[src/rtl/ccd_pkg.sv]
`timescale 1ns/1ps
// Package: shared constants and the select-to-ratio mapping for the divider.
// Assumes the ratio table is fixed in hardware; only its encoding width is exported.
package ccd_pkg;
    localparam int SEL_W     = 3;
    localparam int NUM_SEL   = 1 << SEL_W;
    localparam int MAX_RATIO = 32;
    localparam int CNT_W     = $clog2(MAX_RATIO);

    // Maps a select code onto its division ratio.
    function automatic logic [CNT_W:0] ratio_of(input logic [SEL_W-1:0] code);
        case (code)
            3'd0:    ratio_of = (CNT_W+1)'(1);
            3'd1:    ratio_of = (CNT_W+1)'(2);
            3'd2:    ratio_of = (CNT_W+1)'(4);
            3'd3:    ratio_of = (CNT_W+1)'(6);
            3'd4:    ratio_of = (CNT_W+1)'(8);
            3'd5:    ratio_of = (CNT_W+1)'(16);
            3'd6:    ratio_of = (CNT_W+1)'(24);
            default: ratio_of = (CNT_W+1)'(32);
        endcase
    endfunction
endpackage

[src/rtl/ccd_ratio_counter.sv]
`timescale 1ns/1ps
// Module: period counter for the divider.
// It counts 0..ratio-1 and loads a new ratio only at a wrap, during a hold,
// or at the start of a run. Assumes hold_i and sel_i are synchronous to clk_i.
module ccd_ratio_counter
    import ccd_pkg::*;
(
    input  logic             clk_i,
    input  logic             rst_n,
    input  logic             hold_i,
    input  logic [SEL_W-1:0] sel_i,
    output logic             run_o,
    output logic             phase_o,
    output logic             ratio_one_o,
    output logic             tick_raw_o
);
    logic [CNT_W-1:0] cnt_q;
    logic [SEL_W-1:0] act_q;
    logic             run_q;
    logic [CNT_W:0]   ratio;
    logic             wrap;

    // Decode the active ratio and detect the last count of the period.
    always_comb begin
        ratio = ratio_of(act_q);
        wrap  = ({1'b0, cnt_q} == ratio - 1'b1);
    end

    // Advance the counter; load a new ratio only at period boundaries.
    always_ff @(posedge clk_i) begin
        if (!rst_n) begin
            cnt_q <= '0;
            act_q <= '0;
            run_q <= 1'b0;
        end else if (hold_i) begin
            cnt_q <= '0;
            act_q <= sel_i;
            run_q <= 1'b0;
        end else if (!run_q) begin
            cnt_q <= '0;
            act_q <= sel_i;
            run_q <= 1'b1;
        end else if (wrap) begin
            cnt_q <= '0;
            act_q <= sel_i;
        end else begin
            cnt_q <= cnt_q + 1'b1;
        end
    end

    // Derive the half-period phase and the period-start strobe.
    always_comb begin
        ratio_one_o = (ratio == (CNT_W+1)'(1));
        run_o       = run_q;
        phase_o     = run_q && !ratio_one_o && ({1'b0, cnt_q} < (ratio >> 1));
        tick_raw_o  = run_q && (cnt_q == '0);
    end

    // The count never leaves the range of the active ratio.
    assert_count_bound_R1: assert property (@(posedge clk_i) disable iff (!rst_n)
        ({1'b0, cnt_q} < ratio));

    // A hold suppresses the strobe in the following cycle.
    assert_hold_quiet_R2: assert property (@(posedge clk_i) disable iff (!rst_n)
        hold_i |=> !tick_raw_o);

    // The active ratio only ever changes when the count restarts.
    assert_switch_at_edge_R7: assert property (@(posedge clk_i) disable iff (!rst_n)
        !$stable(act_q) |-> (cnt_q == '0));
endmodule

[src/rtl/ccd_band_picker.sv]
`timescale 1ns/1ps
// Module: combinational ratio picker.
// It returns the lowest select code whose truncated output frequency lies in
// [BAND_LO, BAND_HI] kHz. Assumes freq_i is given in kHz.
module ccd_band_picker
    import ccd_pkg::*;
#(
    parameter int FREQ_W  = 24,
    parameter int BAND_LO = 150000,
    parameter int BAND_HI = 300000
) (
    input  logic [FREQ_W-1:0] freq_i,
    output logic [SEL_W-1:0]  sel_o,
    output logic              err_o
);
    localparam int PROD_W = FREQ_W + CNT_W + 2;
    localparam logic [PROD_W-1:0] LO_P = PROD_W'(BAND_LO);
    localparam logic [PROD_W-1:0] HI_P = PROD_W'(BAND_HI);

    logic [PROD_W-1:0]  freq_w;
    logic [NUM_SEL-1:0] fits;

    assign freq_w = PROD_W'(freq_i);

    // Per-ratio band test, using multiplied limits in place of a divider.
    for (genvar g = 0; g < NUM_SEL; g++) begin : g_fit
        logic [PROD_W-1:0] r_w;
        assign r_w     = PROD_W'(ratio_of(SEL_W'(g)));
        assign fits[g] = (freq_w >= LO_P * r_w) && (freq_w <= HI_P * r_w + r_w - 1'b1);
    end

    // Priority pick: the lowest qualifying index wins.
    always_comb begin
        sel_o = '0;
        err_o = 1'b1;
        for (int i = NUM_SEL - 1; i >= 0; i--) begin
            if (fits[i]) begin
                sel_o = SEL_W'(i);
                err_o = 1'b0;
            end
        end
    end

    // Cross-check the pick with a true division.
    always_comb begin
        if (!err_o) begin
            assert_band_R5: assert ((freq_w / PROD_W'(ratio_of(sel_o))) >= LO_P &&
                                    (freq_w / PROD_W'(ratio_of(sel_o))) <= HI_P);
        end
    end
endmodule

[src/rtl/ccd_out_mux.sv]
`timescale 1ns/1ps
// Module: output stage.
// It picks between the divided clock and the pin clock, then applies the enable.
// Assumes the pin clock is already safe to switch to (no glitch-free handover).
module ccd_out_mux (
    input  logic clk_i,
    input  logic pin_clk_i,
    input  logic en_i,
    input  logic byp_i,
    input  logic run_i,
    input  logic ratio_one_i,
    input  logic phase_i,
    input  logic tick_raw_i,
    output logic clk_o,
    output logic tick_o
);
    logic div_clk;

    // Ratio 1 passes the input clock; otherwise use the registered phase.
    always_comb begin
        div_clk = ratio_one_i ? (run_i & clk_i) : phase_i;
        clk_o   = en_i & (byp_i ? pin_clk_i : div_clk);
        tick_o  = en_i & tick_raw_i;
    end
endmodule

[src/rtl/ctrl_clk_divider.sv]
`timescale 1ns/1ps
// Module: top of the controller clock divider.
// It ties together the period counter, the output stage and the band picker.
// Assumes every control input is synchronous to clk_i.
module ctrl_clk_divider
    import ccd_pkg::*;
#(
    parameter int FREQ_W  = 24,
    parameter int BAND_LO = 150000,
    parameter int BAND_HI = 300000
) (
    input  logic              clk_i,
    input  logic              rst_n,
    input  logic              div_rst_i,
    input  logic              clk_en_i,
    input  logic              byp_sel_i,
    input  logic              pin_clk_i,
    input  logic [SEL_W-1:0]  ratio_sel_i,
    input  logic [FREQ_W-1:0] freq_khz_i,
    output logic              ctrl_clk_o,
    output logic              tick_o,
    output logic [SEL_W-1:0]  auto_sel_o,
    output logic              auto_err_o
);
    logic run, phase, ratio_one, tick_raw;

    ccd_ratio_counter u_cnt (
        .clk_i      (clk_i),
        .rst_n      (rst_n),
        .hold_i     (div_rst_i),
        .sel_i      (ratio_sel_i),
        .run_o      (run),
        .phase_o    (phase),
        .ratio_one_o(ratio_one),
        .tick_raw_o (tick_raw)
    );

    ccd_out_mux u_mux (
        .clk_i      (clk_i),
        .pin_clk_i  (pin_clk_i),
        .en_i       (clk_en_i),
        .byp_i      (byp_sel_i),
        .run_i      (run),
        .ratio_one_i(ratio_one),
        .phase_i    (phase),
        .tick_raw_i (tick_raw),
        .clk_o      (ctrl_clk_o),
        .tick_o     (tick_o)
    );

    ccd_band_picker #(.FREQ_W(FREQ_W), .BAND_LO(BAND_LO), .BAND_HI(BAND_HI)) u_pick (
        .freq_i(freq_khz_i),
        .sel_o (auto_sel_o),
        .err_o (auto_err_o)
    );
endmodule

[config.mk]
export PLATFORM = sky130hd
export DESIGN_NAME = ctrl_clk_divider
export DESIGN_NICKNAME = d
export VERILOG_FILES = /design/src/rtl/ccd_pkg.sv /design/src/rtl/ccd_ratio_counter.sv /design/src/rtl/ccd_band_picker.sv /design/src/rtl/ccd_out_mux.sv /design/src/rtl/ctrl_clk_divider.sv
export SDC_FILE = /design/constraint.sdc
export NUM_CORES = 1
export LEC_CHECK = 0
export BUFFER_PORTS_ARGS = -buffer_cell sky130_fd_sc_hd__buf_4
export CORE_AREA = 2 2 67 53
export CTS_CLUSTER_SIZE = 14
export DETAILED_ROUTE_END_ITERATION = 16
export DIE_AREA = 0 0 69 55
export PLACE_DENSITY = 0.8
export SKIP_LAST_GASP = 1
export SYNTH_ARGS = -nofsm -noshare
export SYNTH_HDL_FRONTEND = slang
export SYNTH_SLANG_ARGS = --single-unit
[constraint.sdc]
create_clock -name clk_i -period 4.3 [get_ports clk_i]
set_input_delay 0.86 -clock clk_i [delete_from_list [all_inputs] [get_ports clk_i]]
set_output_delay 0.86 -clock clk_i [all_outputs]
set_load 0.02 [all_outputs]
==> results.cfg <==
[logic_synthesis]
ys_top_cells_by_area = dfxtp_1 (11%), nor2_1 (6.9%), ha_1 (5.9%)
yosysSeqAreaShare_pct = 10.62
synth_edf_count = 0
syn_area_mm2 = 0.001697
synth-seq-cells = 9
synth_top_area_cell = dfxtp_1
async_flop_share_pct = 0
synth_top_area_share_pct = 10.62
synth.distinct_cells = 64
synthCells = 244
syn_area_per_cell_um2 = 6.953
synth_nets = 285
yosys_warnings = 0
synth-main-ff-cell = dfxtp_1

[timing]
setup_violations = 0
setup_ws_ps = 595.1
relSlewSlack_pct = 66.72
worst_slew_pin_slew_ps = 486.6
rsz0062_at_grt = false
tns_ps = 0
skew_ps = 0.2845
hold_viol_final = 0
final_max_slew_viol_count = 0

[die]
die-area_mm2 = 0.003795
coreArea_mm2 = 0.003153
row_count = 18
die_y_um = 55
ios = 39
start_util_pct = 53.81
dieWidth_um = 69

[power]
leakagePower_nw = 0.8022
ir_drop_mv = 0.2273
cellPowerDensity_mw_per_mm2 = 210.2

[place]
hpwl_um = 4000
dp_slack_ps = 731.4
port_buffers = 38
place_congestion = 0.9806

[route]
dr.pass1.iters = 5
antenna_left = 0
wl_per_cell_um = 17.09
vias_per_cell = 6.625
dr.first_iter.drc_count = 283
drt_wl_total_um = 5331
drc = 0
vias = 2067

[final_layout]
drive_gt1_share_pct = 22.43
layout.nets = 314
antenna_cells = 0
syn_to_final_growth_pct = 19.76

[flow_run]
maxCapViolCount = 0

[global_route]
grt_usage_pct = 27.83
grt_max_degree = 18
overflow = 0
grt_pass1_wl_um = 8259
antenna_found_initial = 0
first_global_vias = 1727

[min_path]
holdCritPathClass = register to register
hold_start = u_cnt.cnt_q[0]$_SDFF_PP0_

[worst_setup_path]
cp.arrival_ps = 2840
critPathLaunch = clk_i
cp_max_fo = 2
required_ps = 3440
start_kind = clock port
r2r-start = u_cnt.act_q[0]$_SDFFE_PN0P_
endpoint_kind = primary output
crit_type = clock port to primary output

[clock_tree]
ctsHoldBuffers = 0
post-cts-setup-buffer-count = 0
clock_latency_ps = 340
cts.repair.resized = 0
cts_tree = built
path_clk_slew_ps = 50

[outcome]
outcome = complete, no violations
## report_power, final
| part | leakage (nW) | switching (mW) | internal, mW |
|---|---|---|---|
| Sequential | 0.0736 | 0.00581 | 0.0863 |
| Combinational | 0.671 | 0.0888 | 0.0672 |
| Clock | 0.0575 | 0.0543 | 0.125 |
| Total | 0.802 | 0.149 | 0.278 |
## worst paths after layout
check / to / slack (ps) / cells past startpoint
max reg2reg: u_cnt.cnt_q[2]$_SDFF_PP0_ / 1970 / 7
max: ctrl_clk_o / 600 / 6
min: u_cnt.cnt_q[0]$_SDFF_PP0_ / 530 / 1
min reg2reg: u_cnt.cnt_q[0]$_SDFF_PP0_ / 530 / 1
## flip-flops by register name, summed over array words and instances (netlist names)
| name | cells |
|---|---|
| u_cnt.run_o | 1 |
| u_cnt.cnt_q | 5 |
| u_cnt.act_q | 3 |
## Yosys cell counts, types with 3 or more instances
cell type   n
xor2_1      5
or3_1       3
a21oi_1     8
a31oi_1     5
and3_1      4
a211oi_1    4
a211o_1     3
nand2_1    18
inv_1      10
mux2i_1     3
dfxtp_1     9
nor3_1      8
nor2_1     31
o21a_1      3
buf_2       7
nand4_1     9
buf_4       3
a21o_1      3
o21ai_0    11
nand3_1    11
nor2b_1     3
ha_1        8
clkbuf_1    7
xnor2_1     3
o31ai_1     3
nor4_1      7
nand4b_1    4
## critical path, cell delays in order
cell      delay, ps
clkbuf_8        110
clkbuf_8        120
nand2_1          60
o31ai_1          70
o21a_1          170
buf_4           150
## final cells by class
class	count	area (um^2)
clock buffers	7	90.09
clock inverters	1	5.005
fillers	296	1121
inverters	11	41.29
multi-input cells	206	1380
flip-flops and latches	9	180.2
well taps	40	50.05
repair buffers	38	285.3
## routing by layer
layer	global-route usage [%]	wire, um	vias up
met2	39.42	2130	140
met4	8.497	65	0
met5	0	0	-
li1	-	-	981
met3	5.797	689	10
met1	41.66	2446	936
## per-stage QoR
| stage | hold WS, ps | utilization [%] | power [mW] | cell area, um^2 | instances |
|---|---|---|---|---|---|
| 2_1_floorplan | 460.0 | - | 0.1936 | 1697 | 244 |
| 3_3_place_gp | 508.4 | 61.67 | 0.2483 | 1944 | 305 |
| 3_5_place_dp | 525.9 | 61.67 | 0.2489 | 1944 | 305 |
| 4_1_cts | 537.3 | 64.44 | 0.4288 | 2032 | 312 |
| 5_1_grt | 560.3 | 64.44 | 0.4540 | 2032 | 312 |
| 6_report | 526.8 | 64.44 | 0.4271 | 2032 | 312 |
## cells by family after synthesis
| logic type | Yosys count | share of synthesized area [%] |
|---|---|---|
| AO/OA/AOI/OAI | 66 | 29.28 |
| XOR/XNOR | 8 | 4.130 |
| adder cells (fa/ha/maj) | 8 | 5.900 |
| buffers and inverters | 29 | 8.038 |
| flip-flops | 9 | 10.62 |
| multiplexers | 3 | 1.770 |
| AND/OR/NAND/NOR | 121 | 40.26 |
## cells in the final DEF, fill, tap and decap left out, types with 6 or more instances in the layout
cell type,count
a21oi_1,8
buf_4,39
clkbuf_8,6
dfxtp_1,9
ha_1,8
inv_1,10
nand2_1,18
nand3_1,11
nand4_1,9
nor2_1,31
nor3_1,8
nor4_1,7
o21ai_0,11
(Power assumes the default switching activity.)
